[src/rtl/mc_sequencer.sv]
module mc_sequencer #(
  parameter int OPW = 6,
  parameter logic [OPW-1:0] OP_ALU = 0,
  parameter logic [OPW-1:0] OP_LD  = 35,
  parameter logic [OPW-1:0] OP_ST  = 43,
  parameter logic [OPW-1:0] OP_BR  = 4,
  parameter logic [OPW-1:0] OP_JMP = 2
) (
  input  logic           clk,
  input  logic           rst,
  input  logic [OPW-1:0] opcode,
  output logic           mem_rd,
  output logic           mem_wr,
  output logic           addr_sel,
  output logic           ir_wr,
  output logic           reg_wr,
  output logic           dst_sel,
  output logic           wb_sel,
  output logic           alu_a_sel,
  output logic [1:0]     alu_b_sel,
  output logic [1:0]     alu_op,
  output logic [1:0]     pc_src,
  output logic           pc_wr,
  output logic           pc_wr_cond
);

  typedef enum logic [3:0] {
    S_FETCH, S_DECODE, S_ADDR, S_MRD, S_LWB, S_MWR, S_REXE, S_RDONE, S_BR, S_JMP
  } st_t;

  st_t st, st_nx;

  always_ff @(posedge clk)
    if (rst) st <= S_FETCH;
    else     st <= st_nx;

  always_comb begin
    st_nx = S_FETCH;
    case (st)
      S_FETCH:  st_nx = S_DECODE;
      S_DECODE:
        if (opcode == OP_LD || opcode == OP_ST) st_nx = S_ADDR;
        else if (opcode == OP_ALU)              st_nx = S_REXE;
        else if (opcode == OP_BR)               st_nx = S_BR;
        else if (opcode == OP_JMP)              st_nx = S_JMP;
        else                                    st_nx = S_FETCH;
      S_ADDR:   st_nx = (opcode == OP_LD) ? S_MRD : S_MWR;
      S_MRD:    st_nx = S_LWB;
      S_REXE:   st_nx = S_RDONE;
      default:  st_nx = S_FETCH;
    endcase
  end

  always_comb begin
    {mem_rd, mem_wr, addr_sel, ir_wr, reg_wr, dst_sel, wb_sel, alu_a_sel} = '0;
    alu_b_sel  = 2'b00;
    alu_op     = 2'b00;
    pc_src     = 2'b00;
    pc_wr      = 1'b0;
    pc_wr_cond = 1'b0;
    case (st)
      S_FETCH: begin
        mem_rd = 1'b1; ir_wr = 1'b1; alu_b_sel = 2'b01; pc_wr = 1'b1;
      end
      S_DECODE: alu_b_sel = 2'b11;
      S_ADDR:   begin alu_a_sel = 1'b1; alu_b_sel = 2'b10; end
      S_MRD:    begin mem_rd = 1'b1; addr_sel = 1'b1; end
      S_LWB:    begin reg_wr = 1'b1; wb_sel = 1'b1; end
      S_MWR:    begin mem_wr = 1'b1; addr_sel = 1'b1; end
      S_REXE:   begin alu_a_sel = 1'b1; alu_op = 2'b10; end
      S_RDONE:  begin reg_wr = 1'b1; dst_sel = 1'b1; end
      S_BR: begin
        alu_a_sel = 1'b1; alu_op = 2'b01; pc_src = 2'b01; pc_wr_cond = 1'b1;
      end
      S_JMP:    begin pc_src = 2'b10; pc_wr = 1'b1; end
      default: ;
    endcase
  end

  assert_reset_to_fetch_R1: assert property (@(posedge clk)
    rst |=> (ir_wr && mem_rd && pc_wr && !reg_wr && !mem_wr));

  assert_decode_quiet_R3: assert property (@(posedge clk) disable iff (rst)
    ir_wr |=> (!mem_rd && !mem_wr && !reg_wr && !pc_wr && !pc_wr_cond && alu_b_sel == 2'b11));

  assert_load_writeback_R4: assert property (@(posedge clk) disable iff (rst)
    (mem_rd && addr_sel) |=> (reg_wr && wb_sel && !dst_sel));

  assert_branch_shape_R7: assert property (@(posedge clk) disable iff (rst)
    pc_wr_cond |-> (alu_op == 2'b01 && !pc_wr && pc_src == 2'b01));

  assert_branch_returns_R7: assert property (@(posedge clk) disable iff (rst)
    pc_wr_cond |=> ir_wr);

  assert_jump_returns_R8: assert property (@(posedge clk) disable iff (rst)
    (pc_src == 2'b10) |=> ir_wr);

  assert_mem_exclusive_R11: assert property (@(posedge clk) disable iff (rst)
    !(mem_rd && mem_wr));

endmodule

[config.mk]
export PLATFORM = sky130hd
export DESIGN_NAME = mc_sequencer
export DESIGN_NICKNAME = d
export VERILOG_FILES = /design/src/rtl/mc_sequencer.sv
export SDC_FILE = /design/constraint.sdc
export NUM_CORES = 1
export LEC_CHECK = 0
export ABC_AREA = 1
export BUFFER_PORTS_ARGS = -buffer_cell sky130_fd_sc_hd__buf_2
export CAP_MARGIN = 10
export CORE_AREA = 3 3 40 42
export CTS_BUF_LIST = sky130_fd_sc_hd__clkbuf_16
export DETAILED_ROUTE_END_ITERATION = 7
export DIE_AREA = 0 0 43 45
export GPL_TIMING_DRIVEN = 0
export PLACE_DENSITY = 0.67
export SETUP_SLACK_MARGIN = 0.4
export SYNTH_ARGS = -nofsm -noshare
export SYNTH_HDL_FRONTEND = slang
export SYNTH_SLANG_ARGS = --single-unit
export TNS_END_PERCENT = 50
[constraint.sdc]
create_clock -name clk -period 1.56 [get_ports clk]
set_input_delay 0.312 -clock clk [delete_from_list [all_inputs] [get_ports clk]]
set_output_delay 0.312 -clock clk [all_outputs]
set_load 0.005 [all_outputs]
==> results.md, run 1 <==
* Hold WC Path Type: input port to flop
* GP Congestion at 0.760
* Hold_buf cts at 0
* ANT nets after route at 0
* CP Data Arrival Time at 1.08 ns
* Top_reg_cell synth: dfxtp_1
* Synth top area share at 22.1%
* Cell Rows at 13
* WL/cell at 9.87 um
* CP Class: flop to output pin
* Ports at 24
* Initial cell density of the core at 31.7%
* Reg clk slew, reported paths at 0.03 ns
* Max Freq at 718 MHz
* Startpoint types: flop
* Via count at 574
* Port-buffer cells at 23
* Worst Path Max Fanout at 6
* Global-route wire length before repair at 1970 um
* DRC at 0
* Largest net degree at the start of global routing at 7
* Count leader, synth: nor2_1
* Synth-to-Final Area Change at 76.7%
* Vias in the first global route at 505
* GRT Overall Usage at 13.6%
* Layout cells sized above 1 at 48.2%
* Leak at 0.396 nW
* FFs w/ async S/R, synth at 0%
* WL final at 1250 um
* Maxcap violations at 0
* Place WS at 0.302 ns
* Unique cell type count in the Yosys netlist at 14
* Num CTS Buffers at 3
* 1st-iter DRT viols at 6
* Gr ovfl total at 0
* CP required at 1.25 ns
* Final Max Tran Viols at 0
* Placeable Area at 0.00128 sq mm
* Die ar. at 0.00194 sq mm
* Final hold vios at 0
* Chip height at 45 um
* Worst-Skew Late Latency at 0.22 ns
* Largest cells by area after synthesis: nor2_1, dfxtp_1, inv_1, nand2_1, nand3_1
* Register bit count reported by yosys at 4
* N_diodes at 0
* Fin nets at 122
* H-tree Lvls at 1
* Via-to-Cell Ratio at 4.52
* Worst slew pin tran at 0.212 ns
* TritonCTS clock tree: yes
* P per Cell Area at 812 mW/mm^2
* Mapped Area at 408 sq um
* Ys Warns at 0
* Multi-input gate area at 302 sq um
* Initial antenna violation count at 0
* Crit. End Element: output pin
* Max reg flops at 4
* Die W at 43 um
* RSZ-0062 raised after global routing: yes
* Outcome: finished, final reports clean
* Fin crit share at 89.3%
* Sequential Area at 92.6 sq um
* Longest Clk Path Bufs at 2
* Max transition margin at 85.8%
* Setup violators final at 0
* Fillers at 124
* Worst hold stages at 2
* CTS sink count at 4
* Largest Register: st
* Setup Skew at 0.00166 ns
* Peak VDD IR at 0.000597 V
* DRT Pass-1 Iters at 4
* Mapped Avg Cell Area at 5.10 sq um
* Post-Synthesis Net Count at 88
* Largest regs: st: 4 flops
* Setup_tns at 0 ns
* CTS Root Cell: clkbuf_16
* Min cycle time layout at 1.39 ns
* Sequential share of the synthesized area at 19.6%
* EDFF count, synth at 0
* Final Worst Setup Slack at 0.167 ns
* Hpwl dp at 869 um
* Hold Slack at 0.264 ns
* Cells after synthesis at 80
* Top cells by count, synth: nor2_1, inv_1, nand2_1
* Worst r2r path cells at 8
* Most area-hungry cell type in the Yosys netlist: nor2_1
[cells by family (layout without fill, tap and decap cells)]
kind of cell | Yosys count | count (layout) | synth area share, %
AOI/OAI and AO/OA | 8 | 8 | 10.1
buffers and inverters | 17 | 49 | 16.6
and+or+nand+nor | 51 | 51 | 53.7
DFF | 4 | 4 | 19.6
[power by group]
part | total, mW | switching, mW | internal, mW | leakage, nW
Sequential | 0.108 | 0.00526 | 0.102 | 0.0352
Clock | 0.399 | 0.0718 | 0.327 | 0.0370
Combinational | 0.0785 | 0.0452 | 0.0333 | 0.324
Total | 0.585 | 0.122 | 0.463 | 0.396
[timing repair]
action,4_1_cts,5_1_grt
setup endpoints to repair,16,16
gates cloned,0,0
gates resized for setup,18,8
pin swaps,2,4
buffers inserted,4,2
[cells in the final DEF, fill, tap and decap left out]
| cell type | n |
|---|---|
| a21oi_1 | 4 |
| buf_2 | 23 |
| buf_4 | 7 |
| clkbuf_16 | 3 |
| dfxtp_2 | 1 |
| dfxtp_4 | 3 |
| inv_1 | 11 |
| inv_2 | 3 |
| inv_4 | 2 |
| nand2_1 | 13 |
| nand2_2 | 4 |
| nand2_4 | 1 |
| nand3_1 | 6 |
| nand4_1 | 1 |
| nor2_1 | 20 |
| nor2_2 | 2 |
| nor2_4 | 4 |
| o21ai_0 | 1 |
| o21ai_1 | 2 |
| o22ai_2 | 1 |
[metrics by stage]
| step | utilization (%) | total power [mW] | cell area (sq um) | cells |
|---|---|---|---|---|
| 2_1_floorplan | - | 0.148 | 408 | 80 |
| 3_3_place_gp | 42.2 | 0.176 | 542 | 118 |
| 3_5_place_dp | 42.2 | 0.177 | 542 | 118 |
| 4_1_cts | 53.3 | 0.585 | 684 | 125 |
| 5_1_grt | 56.1 | 0.609 | 721 | 127 |
| 6_report | 56.1 | 0.585 | 721 | 127 |
[metal layers]
metal / GRT usage (%) / wire [um]
met1: 16.1 / 523
met4: 7.23 / 21
met5: 0 / 0
met3: 2.39 / 61
met2: 23.4 / 647
[worst max-delay path, stage by stage (launching register included)]
cell	delay, ns
dfxtp_2	0.32
inv_2	0.09
nand2_4	0.09
nor2_4	0.12
inv_2	0.04
o21ai_1	0.06
buf_2	0.13
[final timing paths]
check | from | to | slack (ns)
setup reg to reg | st[0] | st[2] | 0.50
hold / removal | rst | st[0] | 0.26
setup / recovery | st[2] | addr_sel | 0.17
hold reg to reg | st[3] | st[1] | 0.58
[cell type report]
class | instances | share of cell area [%]
Multi-Input combinational cell | 59 | 41.8
Buffer | 1 | 1.04
Timing Repair Buffer | 29 | 22.2
Clock buffer | 3 | 10.4
Sequential cell | 4 | 12.8
Tap cell | 15 | 2.60
Inverter | 16 | 9.03
No activity file was read; power rests on OpenSTA's default activity.
==> run 2: changes to the inputs <==
--- a/config.mk
+++ b/config.mk
@@ -8,10 +8,10 @@
 export ABC_AREA = 1
 export BUFFER_PORTS_ARGS = -buffer_cell sky130_fd_sc_hd__buf_2
 export CAP_MARGIN = 10
-export CORE_AREA = 3 3 40 42
+export CORE_AREA = 2 2 39 41
 export CTS_BUF_LIST = sky130_fd_sc_hd__clkbuf_16
 export DETAILED_ROUTE_END_ITERATION = 7
-export DIE_AREA = 0 0 43 45
+export DIE_AREA = 0 0 41 43
 export GPL_TIMING_DRIVEN = 0
 export PLACE_DENSITY = 0.67
 export SETUP_SLACK_MARGIN = 0.4
==> run 2 against run 1 <==
  * Non-clock buffer count fell by 1
  * Critical endpoint is now alu_b_sel[0]
  * Sequential share of layout area down 0.43 points
  * Wire length fell by 6.1%
  * Via count shrank 3.0%
  * Critical path depth fell by 1
  * Global-route usage increased by 1.5 points
  * Die area shrank 8.9%
  * Highest routed layer is now met3
==> results.md, run 2 (synthesis gave the netlist of run 1 again) <==
* Outcome: finished, final reports clean
* Synth-to-Final Area Change at 82.8%
* Met3 Resource Use GR at 4.71%
* Total power at 0.585 mW
* Cell Rows at 14
* NetSw at 0.122 mW
* Max reg flops at 4
* Clock power frac at 68.2%
* Dpl cells at 119
* WL final at 1180 um
* Slowest-stage cell, CP: dfxtp_4
* Final instance area at 746 sq um
* CTS sink count at 4
* Layout cells sized above 1 at 48.6%
* Reg clk slew, reported paths at 0.03 ns
* H-tree Lvls at 1
* Via count at 557
* Hold WC Path Type: input port to flop
* CP cell instances: inv_4, nand2_8, buf_4, nor2_1, buf_2
* Num CTS Buffers at 3
* Maxcap violations at 0
* Crit. End Element: output pin
* Final Worst Setup Slack at 0.177 ns
* Worst Path Max Fanout at 6
* Setup_tns at 0 ns
* ANT nets after route at 0
* Commonest non-fill, non-tap cell in the layout: buf_2
* Most frequent cells in the layout: buf_2, nor2_1, nand2_1
* Worst slew pin tran at 0.191 ns
* CP peak stage delay at 0.36 ns
* Reg power frac at 18.3%
* Via-to-Cell Ratio at 4.39
* Global-route wire length before repair at 1750 um
* Setup violators final at 0
* N_diodes at 0
* Worst-Skew Late Latency at 0.22 ns
* Vias in the first global route at 463
* Initial cell density of the core at 29.5%
* Ports at 24
* Placeable Area at 0.00138 sq mm
* Largest regs: st: 4 flops
* Largest Register: st
* Crit path max-delay family: flip-flops
* CTS Root Cell: clkbuf_16
* TritonCTS clock tree: yes
* 1st-iter DRT viols at 9
* GRT Overall Usage at 15.1%
* Fin crit share at 88.7%
* Min cycle time layout at 1.38 ns
* P per Cell Area at 784 mW/mm^2
* Final Non-Filler Cells at 127
* DRT Pass-1 Iters at 4
* Startpoint types: flop
* DP Area at 543 sq um
* RSZ-0062 raised after global routing: yes
* Port-buffer cells at 23
* DRC at 0
* Pint at 0.463 mW
* Setup Skew at 0.00258 ns
* Hold Slack at 0.268 ns
* CP Data Arrival Time at 1.07 ns
* Longest Clk Path Bufs at 2
* Met1 Use GR at 16.1%
* Leak at 0.396 nW
* CP Class: flop to output pin
* Chip height at 43 um
* Die ar. at 0.00176 sq mm
* Combinational Power Share at 13.5%
* Place WS at 0.324 ns
* Initial antenna violation count at 0
* Gr ovfl total at 0
* Final Max Tran Viols at 0
* Peak VDD IR at 0.000355 V
* Max transition margin at 87.3%
* CP required at 1.25 ns
* Largest net degree at the start of global routing at 7
* Util after Layout at 53.9%
* Final hold vios at 0
* WL/cell at 9.26 um
* Met2 usage at 22.8%
* GR peak layer: met2
* GP Congestion at 0.774
* Fin nets at 121
* Hpwl dp at 823 um
* Die W at 41 um
* CP Buf/Inv Count at 3
* Max Freq at 723 MHz
* Sw frac at 20.9%
[run 2: power by group through the flow]
| stage | Clock [mW] | Sequential [mW] | Combinational [mW] |
|---|---|---|---|
| detailed placement | 0 | 0.110 | 0.0666 |
| global placement | 0 | 0.110 | 0.0661 |
| floorplan | 0 | 0.110 | 0.0389 |
| global route | 0.410 | 0.108 | 0.0892 |
| finish | 0.399 | 0.107 | 0.0790 |
| CTS | 0.406 | 0.110 | 0.0706 |
[run 2: path summary, 6_finish.rpt]
path / startpoint / endpoint / slack [ns] / depth (start not counted)
max: st[3] / alu_b_sel[0] / 0.18 / 5
min reg2reg: st[3] / st[1] / 0.59 / 3
max reg2reg: st[3] / st[2] / 0.45 / 8
min: rst / st[0] / 0.27 / 2
[run 2: metal layers]
metal | part of all wire [%] | up-vias
met3 | 9.7 | 0
met1 | 41 | 220
met2 | 50 | 32
li1 | - | 305
met4 | 0 | 0
met5 | 0 | -
[run 2: what timing repair did]
action	CTS	global route
buffers inserted	4	1
pin swaps	2	2
hold buffers	0	0
cloned	0	0
gates resized for setup	12	21
setup endpoints to repair	16	17
[run 2: area by class of cell]
cell class | instances | area [sq um]
tap | 16 | 20.0
multi-input combinational | 59 | 320
inverter | 16 | 67.6
fill | 132 | 638
buffer | 1 | 11.3
sequential | 4 | 92.6
timing repair buffer | 28 | 159
clock buffer | 3 | 75.1
==> run 3: changes to the inputs <==
--- a/config.mk
+++ b/config.mk
@@ -8,12 +8,15 @@
 export ABC_AREA = 1
 export BUFFER_PORTS_ARGS = -buffer_cell sky130_fd_sc_hd__buf_2
 export CAP_MARGIN = 10
-export CORE_AREA = 2 2 39 41
+export CELL_PAD_IN_SITES_DETAIL_PLACEMENT = 2
+export CELL_PAD_IN_SITES_GLOBAL_PLACEMENT = 2
+export CORE_ASPECT_RATIO = 0.7
+export CORE_MARGIN = 2
+export CORE_UTILIZATION = 19
 export CTS_BUF_LIST = sky130_fd_sc_hd__clkbuf_16
 export DETAILED_ROUTE_END_ITERATION = 7
-export DIE_AREA = 0 0 41 43
 export GPL_TIMING_DRIVEN = 0
-export PLACE_DENSITY = 0.67
+export PLACE_DENSITY = 0.87
 export SETUP_SLACK_MARGIN = 0.4
 export SYNTH_ARGS = -nofsm -noshare
 export SYNTH_HDL_FRONTEND = slang
==> run 3 against run 2 <==
  * Fmax fell by 5.0%
  * Core utilization fell by 14 points
  * Worst setup slack got worse by 0.072 ns
  * Critical path type unchanged
  * Largest cell class unchanged
  * Largest power group unchanged
  * Highest routed layer is now met4
==> results.md, run 3 (synthesis gave the netlist of run 1 again) <==
* Fin crit share at 93.3%
* Reg-to-reg startpoint: st[3]
* Setup_tns at 0 ns
* N_diodes at 0
* WL/cell at 18.1 um
* GRT Overall Usage at 21.8%
* Final Worst Setup Slack at 0.105 ns
* Peak VDD IR at 0.000719 V
* ANT nets after route at 0
* CP peak stage delay at 0.36 ns
* Worst r2r path cells at 8
* CTS Root Cell: clkbuf_16
* Global-route wire length before repair at 3930 um
* P per Cell Area at 778 mW/mm^2
* Setup slack, reg-to-reg at 0.31 ns
* Hold_buf cts at 0
* Setup violators final at 0
* Initial cell density of the core at 21.1%
* Layout cells sized above 1 at 50.0%
* FF-to-FF End: st[2]
* Worst-Skew Late Latency at 0.23 ns
* Worst slew pin tran at 0.232 ns
* CP Data Arrival Time at 1.14 ns
* Commonest non-fill, non-tap cell in the layout: buf_2
* Total power at 0.605 mW
* Setup Skew at 0.00273 ns
* Via-to-Cell Ratio at 4.79
* Pint at 0.466 mW
* Min cycle time layout at 1.46 ns
* Cell Rows at 13
* Reg power frac at 17.8%
* 1st-iter DRT viols at 18
* Die W at 59.4 um
* Initial antenna violation count at 0
* Reg clk slew, reported paths at 0.03 ns
* Most common cell on crit path: nor2_4
* Die ar. at 0.00254 sq mm
* Num CTS Buffers at 3
* Vias in the first global route at 757
* Longest Clk Path Bufs at 2
* Startpoint types: flop
* Crit path max-delay family: flip-flops
* Final instance area at 778 sq um
* Most frequent cells in the layout: buf_2, nor2_1, inv_1, nand2_1, buf_4
* Crit. End Element: output pin
* Placeable Area at 0.00194 sq mm
* Worst hold endpoint: st[0]
* Min-delay src: rst
* Maxcap violations at 0
* Chip height at 42.8 um
* Max reg flops at 4
* CP Buf/Inv Count at 3
* Hold Slack at 0.318 ns
* Largest net degree at the start of global routing at 7
* Gr ovfl total at 0
* Final hold vios at 0
* Largest Register: st
* TritonCTS clock tree: yes
* CTS sink count at 4
* CP Class: flop to output pin
* DRT Pass-1 Iters at 4
* Combinational Power Share at 15.9%
* Fin nets at 124
* Port-buffer cells at 23
* GP Congestion at 0.766
* Sw frac at 23.0%
* Worst Path Max Fanout at 6
* H-tree Lvls at 1
* Largest regs: st: 4 flops
* Hpwl dp at 1510 um
* CP cell instances: nor2_4, inv_4, nor2_4, inv_2, o21ai_1, buf_2
* Worst hold stages at 2
* Fillers at 242
* Synth-to-Final Area Change at 90.8%
* Via count at 652
* Max Freq at 687 MHz
* Place WS at 0.225 ns
* Slowest-stage cell, CP: dfxtp_4
* Clock power frac at 66.3%
* Max transition margin at 84.5%
* CP required at 1.25 ns
* DRC at 0
* WL final at 2460 um
* Outcome: finished, final reports clean
* Leak at 0.417 nW
* Hold WC Path Type: input port to flop
* Final Max Tran Viols at 0
* RSZ-0062 raised after global routing: yes
* Ports at 24
* DP Area at 551 sq um
* NetSw at 0.139 mW
==> run 3: metrics by stage <==
step           utilization (%)  instances
2_1_floorplan                -         80
3_3_place_gp              28.4        125
3_5_place_dp              28.4        125
4_1_cts                   39.1        135
5_1_grt                   40.2        136
6_report                  40.2        136
==> run 3: area by class of cell <==
class,instances,area [sq um],area share (%)
multi-input combinational,59,327,42.0
timing repair buffer,31,179,23.0
sequential,4,92.6,11.9
clock buffer,3,75.1,9.65
inverter,16,70.1,9.00
tap,22,27.5,3.54
buffer,1,7.51,0.965
==> run 3: worst max-delay path by stage <==
stage / from / endpoint / slack, ns / depth (start not counted)
CTS: st[0] / pc_src[0] / 0.13 / 5
global route: st[0] / pc_wr / 0.05 / 6
floorplan: st[1] / pc_wr / 0.45 / 5
finish: st[0] / pc_wr / 0.10 / 6
global placement: st[1] / pc_wr / 0.31 / 6
detailed placement: st[1] / pc_wr / 0.23 / 6
==> run 3: layer usage <==
metal | GRT usage, % | share of wire [%] | up-vias
li1 | - | - | 309
met1 | 25.6 | 42 | 317
met2 | 38.0 | 53 | 17
met3 | 3.05 | 2.4 | 9
met4 | 10.5 | 3.2 | 0
met5 | 0 | 0 | -
==> run 3: power by group through the flow <==
| stage | Clock (mW) | Combinational [mW] | Sequential, mW |
|---|---|---|---|
| 6_report | 0.401 | 0.0964 | 0.108 |
| 3_3_place_gp | 0 | 0.0685 | 0.110 |
| 4_1_cts | 0.406 | 0.0927 | 0.108 |
| 2_1_floorplan | 0 | 0.0389 | 0.110 |
| 5_1_grt | 0.412 | 0.106 | 0.108 |
| 3_5_place_dp | 0 | 0.0740 | 0.110 |
==> run 3: timing repair <==
item / CTS / global route
setup endpoints to repair: 17 / 19
gates cloned: 0 / 0
buffers inserted: 7 / 1
gates resized for setup: 30 / 4
pin swaps: 4 / 0
